File: src/rtl/ow_slot_pkg.sv
package ow_slot_pkg;

    typedef enum logic [1:0] {
        OP_WR1   = 2'b00,
        OP_WR0   = 2'b01,
        OP_READ  = 2'b10,
        OP_RESET = 2'b11
    } ow_op_e;

    typedef enum logic [3:0] {
        ST_IDLE,
        ST_SLOT_LOW,
        ST_WR_WAIT,
        ST_RD_POLL,
        ST_RD_WAIT,
        ST_RST_CHECK,
        ST_RST_LOW,
        ST_RST_PD,
        ST_RST_END
    } ow_state_e;

    typedef struct packed {
        logic read_bit;
        logic presence;
        logic fault;
    } ow_result_t;

    // grace period past the valid-data limit before a read gives up
    localparam int POLL_GRACE_US = 2;

endpackage

File: src/rtl/ow_line_sync.sv
module ow_line_sync #(
    parameter int STAGES = 2
) (
    input  logic clk,
    input  logic rst,
    input  logic d_async,
    output logic d_sync
);
    logic [STAGES-1:0] chain_q;

    generate
        for (genvar i = 0; i < STAGES; i++) begin : g_stage
            if (i == 0) begin : g_first
                always_ff @(posedge clk) begin
                    if (rst) chain_q[i] <= 1'b1;
                    else     chain_q[i] <= d_async;
                end
            end else begin : g_next
                always_ff @(posedge clk) begin
                    if (rst) chain_q[i] <= 1'b1;
                    else     chain_q[i] <= chain_q[i-1];
                end
            end
        end
    endgenerate

    assign d_sync = chain_q[STAGES-1];
endmodule

File: src/rtl/ow_us_timer.sv
module ow_us_timer #(
    parameter int CW = 12
) (
    input  logic          clk,
    input  logic          rst,
    input  logic          clr,
    input  logic          tick,
    output logic [CW-1:0] elapsed
);
    always_ff @(posedge clk) begin
        if (rst || clr)  elapsed <= '0;
        else if (tick)   elapsed <= elapsed + CW'(1);
    end

    // elapsed time advances by one per tick during an operation
    tick_advance_chk: assert property (@(posedge clk) disable iff (rst)
        (tick && !clr) |=> (elapsed == $past(elapsed) + CW'(1)));

    // with no tick the count holds
    hold_chk: assert property (@(posedge clk) disable iff (rst)
        (!tick && !clr) |=> $stable(elapsed));
endmodule

File: src/rtl/ow_slot_master.sv
module ow_slot_master
    import ow_slot_pkg::*;
#(
    parameter int TW          = 10,
    parameter int SYNC_STAGES = 2
) (
    input  logic          clk,
    input  logic          rst,
    input  logic          us_tick,
    input  logic          cmd_valid,
    input  logic [1:0]    cmd_op,
    input  logic [TW-1:0] t_low1,
    input  logic [TW-1:0] t_low0,
    input  logic [TW-1:0] t_lowr,
    input  logic [TW-1:0] t_rdv,
    input  logic [TW-1:0] t_slot,
    input  logic [TW-1:0] t_rec,
    input  logic [TW-1:0] t_rstl,
    input  logic [TW-1:0] t_pdh,
    input  logic [TW-1:0] t_pdl,
    input  logic [TW-1:0] t_rsth,
    input  logic          line_in,
    output logic          line_drive_low,
    output logic          busy,
    output logic          done,
    output logic          read_bit,
    output logic          presence,
    output logic          fault
);
    localparam int CW = TW + 2;

    ow_state_e     state_q, state_d;
    ow_op_e        op_q;
    ow_result_t    res_q, res_d;
    ow_result_t    out_q;
    logic          pres_q, pres_d;
    logic          done_q, done_d;
    logic          line_s;
    logic [CW-1:0] elapsed;
    logic [CW-1:0] low_tgt, wr_end, pd_at, rst_end, rdv_lim;

    ow_line_sync #(.STAGES(SYNC_STAGES)) u_sync (
        .clk     (clk),
        .rst     (rst),
        .d_async (line_in),
        .d_sync  (line_s)
    );

    ow_us_timer #(.CW(CW)) u_timer (
        .clk     (clk),
        .rst     (rst),
        .clr     (state_q == ST_IDLE),
        .tick    (us_tick),
        .elapsed (elapsed)
    );

    // all targets are measured from the start of the operation
    always_comb begin
        unique case (op_q)
            OP_WR1:  low_tgt = CW'(t_low1);
            OP_WR0:  low_tgt = CW'(t_low0);
            default: low_tgt = CW'(t_lowr);
        endcase
    end
    assign wr_end  = CW'(t_slot) + CW'(t_rec);
    assign pd_at   = CW'(t_rstl) + CW'(t_pdh) + CW'(t_pdl >> 1);
    assign rst_end = CW'(t_rstl) + CW'(t_rsth);
    assign rdv_lim = CW'(t_rdv) + CW'(POLL_GRACE_US);

    always_comb begin
        state_d = state_q;
        res_d   = res_q;
        pres_d  = pres_q;
        done_d  = 1'b0;
        unique case (state_q)
            ST_IDLE: begin
                if (cmd_valid) begin
                    res_d   = '0;
                    pres_d  = 1'b0;
                    state_d = (ow_op_e'(cmd_op) == OP_RESET) ? ST_RST_CHECK : ST_SLOT_LOW;
                end
            end
            ST_SLOT_LOW: begin
                if (elapsed >= low_tgt)
                    state_d = (op_q == OP_READ) ? ST_RD_POLL : ST_WR_WAIT;
            end
            ST_WR_WAIT: begin
                if (elapsed >= wr_end) begin
                    state_d = ST_IDLE;
                    done_d  = 1'b1;
                end
            end
            ST_RD_POLL: begin
                if (line_s) begin
                    res_d.read_bit = (elapsed < CW'(t_rdv));
                    state_d        = ST_RD_WAIT;
                end else if (elapsed >= rdv_lim) begin
                    res_d.read_bit = 1'b0;
                    state_d        = ST_RD_WAIT;
                end
            end
            ST_RD_WAIT: begin
                if (elapsed >= CW'(t_slot)) begin
                    state_d = ST_IDLE;
                    done_d  = 1'b1;
                end
            end
            ST_RST_CHECK: begin
                if (!line_s) begin
                    res_d.fault = 1'b1;
                    state_d     = ST_IDLE;
                    done_d      = 1'b1;
                end else begin
                    state_d = ST_RST_LOW;
                end
            end
            ST_RST_LOW: begin
                if (elapsed >= CW'(t_rstl)) state_d = ST_RST_PD;
            end
            ST_RST_PD: begin
                if (elapsed >= pd_at) begin
                    pres_d  = !line_s;
                    state_d = ST_RST_END;
                end
            end
            ST_RST_END: begin
                if (elapsed >= rst_end) begin
                    res_d.fault    = !line_s;
                    res_d.presence = line_s ? pres_q : 1'b0;
                    state_d        = ST_IDLE;
                    done_d         = 1'b1;
                end
            end
            default: state_d = ST_IDLE;
        endcase
    end

    always_ff @(posedge clk) begin
        if (rst) begin
            state_q <= ST_IDLE;
            op_q    <= OP_WR1;
            res_q   <= '0;
            out_q   <= '0;
            pres_q  <= 1'b0;
            done_q  <= 1'b0;
        end else begin
            state_q <= state_d;
            res_q   <= res_d;
            pres_q  <= pres_d;
            done_q  <= done_d;
            if (state_q == ST_IDLE && cmd_valid) op_q <= ow_op_e'(cmd_op);
            if (done_d) out_q <= res_d;
        end
    end

    assign line_drive_low = (state_q == ST_SLOT_LOW) || (state_q == ST_RST_LOW);
    assign busy           = (state_q != ST_IDLE);
    assign done           = done_q;
    assign read_bit       = out_q.read_bit;
    assign presence       = out_q.presence;
    assign fault          = out_q.fault;


    done_pulse_chk: assert property (@(posedge clk) disable iff (rst)
        done |=> !done);


    done_idle_chk: assert property (@(posedge clk) disable iff (rst)
        done |-> (!busy && $past(busy)));


    idle_release_chk: assert property (@(posedge clk) disable iff (rst)
        !busy |-> !line_drive_low);


    precheck_fault_chk: assert property (@(posedge clk) disable iff (rst)
        (state_q == ST_RST_CHECK && !line_s) |=> (done && fault && !presence && !line_drive_low));


    busy_ignore_chk: assert property (@(posedge clk) disable iff (rst)
        (busy && cmd_valid) |=> (op_q == $past(op_q)));


    fault_no_presence_chk: assert property (@(posedge clk) disable iff (rst)
        (done && fault) |-> !presence);
endmodule

File: config.mk
export PLATFORM = sky130hd
export DESIGN_NAME = ow_slot_master
export DESIGN_NICKNAME = d
export VERILOG_FILES = /design/src/rtl/ow_slot_pkg.sv /design/src/rtl/ow_line_sync.sv /design/src/rtl/ow_us_timer.sv /design/src/rtl/ow_slot_master.sv
export SDC_FILE = /design/constraint.sdc
export NUM_CORES = 1
export LEC_CHECK = 0
export CAP_MARGIN = 25
export CORE_MARGIN = 2
export CORE_UTILIZATION = 50
export CTS_BUF_LIST = sky130_fd_sc_hd__clkbuf_4 sky130_fd_sc_hd__clkbuf_8 sky130_fd_sc_hd__clkbuf_16
export CTS_CLUSTER_SIZE = 16
export DETAILED_ROUTE_END_ITERATION = 12
export PLACE_DENSITY = 0.9
export SLEW_MARGIN = 40
export SYNTH_ARGS = -nofsm -noshare
export SYNTH_HDL_FRONTEND = slang
export SYNTH_SLANG_ARGS = --single-unit
File: constraint.sdc
create_clock -name clk -period 13.7 [get_ports clk]
set_input_delay 2.055 -clock clk [delete_from_list [all_inputs] [get_ports clk]]
set_output_delay 2.055 -clock clk [all_outputs]
set_load 0.005 [all_outputs]
==> impl_metrics.tcl <==
set metrics [dict create \
    drt_first_iter_violations 242 \
    yosysMostFrequentCell "ha_1" \
    dr.pass1.iters 5 \
    utilization 0.6546 \
    p_per_area_mw_per_mm2 68.22 \
    drtAntennaViolNets 0 \
    start_kind "input pin" \
    fp.dieH_um 102.5 \
    synthToLayoutAreaGrowth_pct 25.90 \
    post_cts_buffers 0 \
    gr-total-overflow 0 \
    diodes 0 \
    place.gp.congestion 0.9447 \
    leakage_uw 0.002890 \
    syn-instance-count 604 \
    maxSlewHeadroom 0.5524 \
    worst-path-max-fanout 6 \
    clock-sinks 28 \
    status "completed" \
    hpwl_um 10570 \
    hold_buffers 0 \
    die-area_mm2 0.01050 \
    syn_area_mm2 0.004850 \
    cts_tree "done" \
    clock.fmax_mhz 155.3 \
    start_util 0.5199 \
    portBuffers 111 \
    drv_slew 0 \
    cp-end-kind "flop" \
    h-tree-depth 1 \
    max-vdd-ir-drop_mv 0.06573 \
    drc 0 \
    avgSynthCellArea_um2 8.029 \
    rsz0062_at_grt "false" \
    cts_inserted_buffers 3 \
    grt_pass1_wl_um 21780 \
    slowest_stage "fa_1" \
    first_global_vias 5157 \
    syn_nets 839 \
    slowest_delay_ps 550 \
    grt_max_degree 23 \
    cp.required_ps 13900 \
    drive_gt1_frac 0.01702 \
    cts_resized 0 \
    cap_violations 0 \
    tightestPinTransition_ps 654.5 \
    synth_seq_cells 28 \
    worstSkewPairLatency_ps 280 \
    synth_common_cells "ha_1, a21oi_1, inv_1, nor2_1, nand2_1" \
    io_pins 113 \
    num-nets-final 942 \
    cts_root_buf "clkbuf_8" \
    synth_cell_types 58 \
    synth_warnings 0 \
    viasPerCell 5.838 \
    seq_area_frac_synth 0.1156 \
    hold_viol 0 \
    fin_skew_ps 11.72 \
    grt_antenna_before_repair 0 \
    path_cells "clkdlybuf4s50_1 -> inv_1 -> fa_1 -> inv_1 -> ha_1 -> fa_1 -> a21o_1 -> a21oi_1 -> o21bai_1 -> a21oi_1 -> o21ai_0 -> xnor2_1 -> ha_1 -> a21o_1 -> a21o_1 -> a211oi_1 -> o21ai_0 -> nand4b_2 -> or4_1 -> a21oi_1" \
    die_w_um 102.5 \
    routed-via-count 4869 \
    routed_wl_um 12770 \
    power.total_uw 416.5 \
    synthArstFlopShare 0 \
    worstSetupPathType "in2reg" \
    synth_flop_cell "dfxtp_1" \
    hold_class "reg2reg" \
    fillCellCount 782 \
    tns_ps 0 \
    period_needed_ps 6441 \
    routedWlPerCell_um 15.32 \
    synth_top_area_share 0.2993 \
    track_usage 0.2515 \
    synth_top_cell_by_area "ha_1" \
    cts_buffer_depth 2 \
    row_count 35 \
    clkTransAtPathRegs_ps 100 \
    synthTopCellsByArea "ha_1, dfxtp_1, a21oi_1" \
    worstPathArrival_ps 6640 \
    fin_crit_sh 0.4701 \
    core_mm2 0.009328 \
    synth-edff-count 0 \
    finalSetupViolCount 0 \
]
## placed cells by master (no fill, tap or decap), types with 3 or more instances in the layout
cell	n
xor2_1	19
nor3b_1	3
nor4_1	7
and3_1	9
o21ai_0	25
or4_1	4
a21oi_1	64
fa_1	12
nand4_1	7
mux2i_1	15
o21bai_1	3
clkdlybuf4s50_1	111
inv_1	55
clkbuf_8	3
nand2_1	33
a211oi_1	7
or2_2	4
a2111oi_0	3
xnor2_1	22
nor3_1	7
nor2_1	49
nor2b_1	11
nand3_1	21
a21o_1	14
or3_1	4
a221oi_1	3
o21a_1	3
nand2b_1	5
dfxtp_1	28
o31ai_1	5
and4b_1	3
ha_1	116
## path summary, 6_finish.rpt
check	startpoint	endpoint	slack (ps)	cells after the start
hold / removal	u_sync.chain_q[0]$_SDFF_PP1_	u_sync.d_sync$_SDFF_PP1_	430	1
setup / recovery	t_rstl[1]	state_q[1]$_SDFFE_PP0P_	7260	20
hold reg to reg	u_sync.chain_q[0]$_SDFF_PP1_	u_sync.d_sync$_SDFF_PP1_	430	1
setup reg to reg	op_q[0]$_SDFFE_PP0P_	state_q[1]$_SDFFE_PP0P_	10580	11
## worst max-delay path: cells and delay by family
kind / cells / cell delay [ps]
AO/OA/AOI/OAI: 10 / 1490
adder cells (fa/ha/maj): 4 / 1480
AND/OR/NAND/NOR: 2 / 720
buffers and inverters: 3 / 690
XOR/XNOR: 1 / 180
## through the flow
stage	hold WS [ps]	worst slack (ps)	cells	instance area, µm²
floorplan	389.5	7996	604	4850
global placement	391.9	7181	831	6065
detailed placement	409.1	6989	831	6065
CTS	430.7	7248	834	6106
global route	446.6	6901	834	6106
finish	429.1	7259	834	6106
## flip-flops by register name (all words and copies together), names as in the netlist
register,flops
u_sync.chain_q,1
presence,1
fault,1
u_timer.elapsed,12
read_bit,1
u_sync.d_sync,1
state_q,4
res_q,3
op_q,2
pres_q,1
done,1
## per-layer routing
| metal | vias up | track usage | wire [µm] |
|---|---|---|---|
| li1 | 2395 | - | - |
| met4 | 0 | 0.07692 | 318 |
| met3 | 39 | 0.03625 | 771 |
| met1 | 2259 | 0.3057 | 5263 |
| met5 | - | 0 | 0 |
| met2 | 176 | 0.4560 | 6421 |
## layout make-up
type / count / area (µm²) / share of cell area
clock buffer: 3 / 41.29 / 0.006762
inverter: 55 / 206.4 / 0.03381
multi-input combinational: 508 / 4025 / 0.6592
sequential: 28 / 560.5 / 0.09180
tap: 129 / 161.4 / 0.02643
timing repair buffer: 111 / 1111 / 0.1820
## power by group
part / switching (µW) / internal, µW / total, µW
Sequential: 21.1 / 88.3 / 109
Clock: 25.3 / 19.8 / 45.1
Combinational: 133 / 129 / 262
## kinds of logic after synthesis
group,Yosys count,share of synthesized area
multiplexers,15,0.03096
AO/OA/AOI/OAI,146,0.1842
AND/OR/NAND/NOR,178,0.1919
buffers and inverters,68,0.05444
flip-flops,28,0.1156
adder cells (fa/ha/maj),128,0.3488
XOR/XNOR,41,0.07404
(Power assumes the default switching activity.)
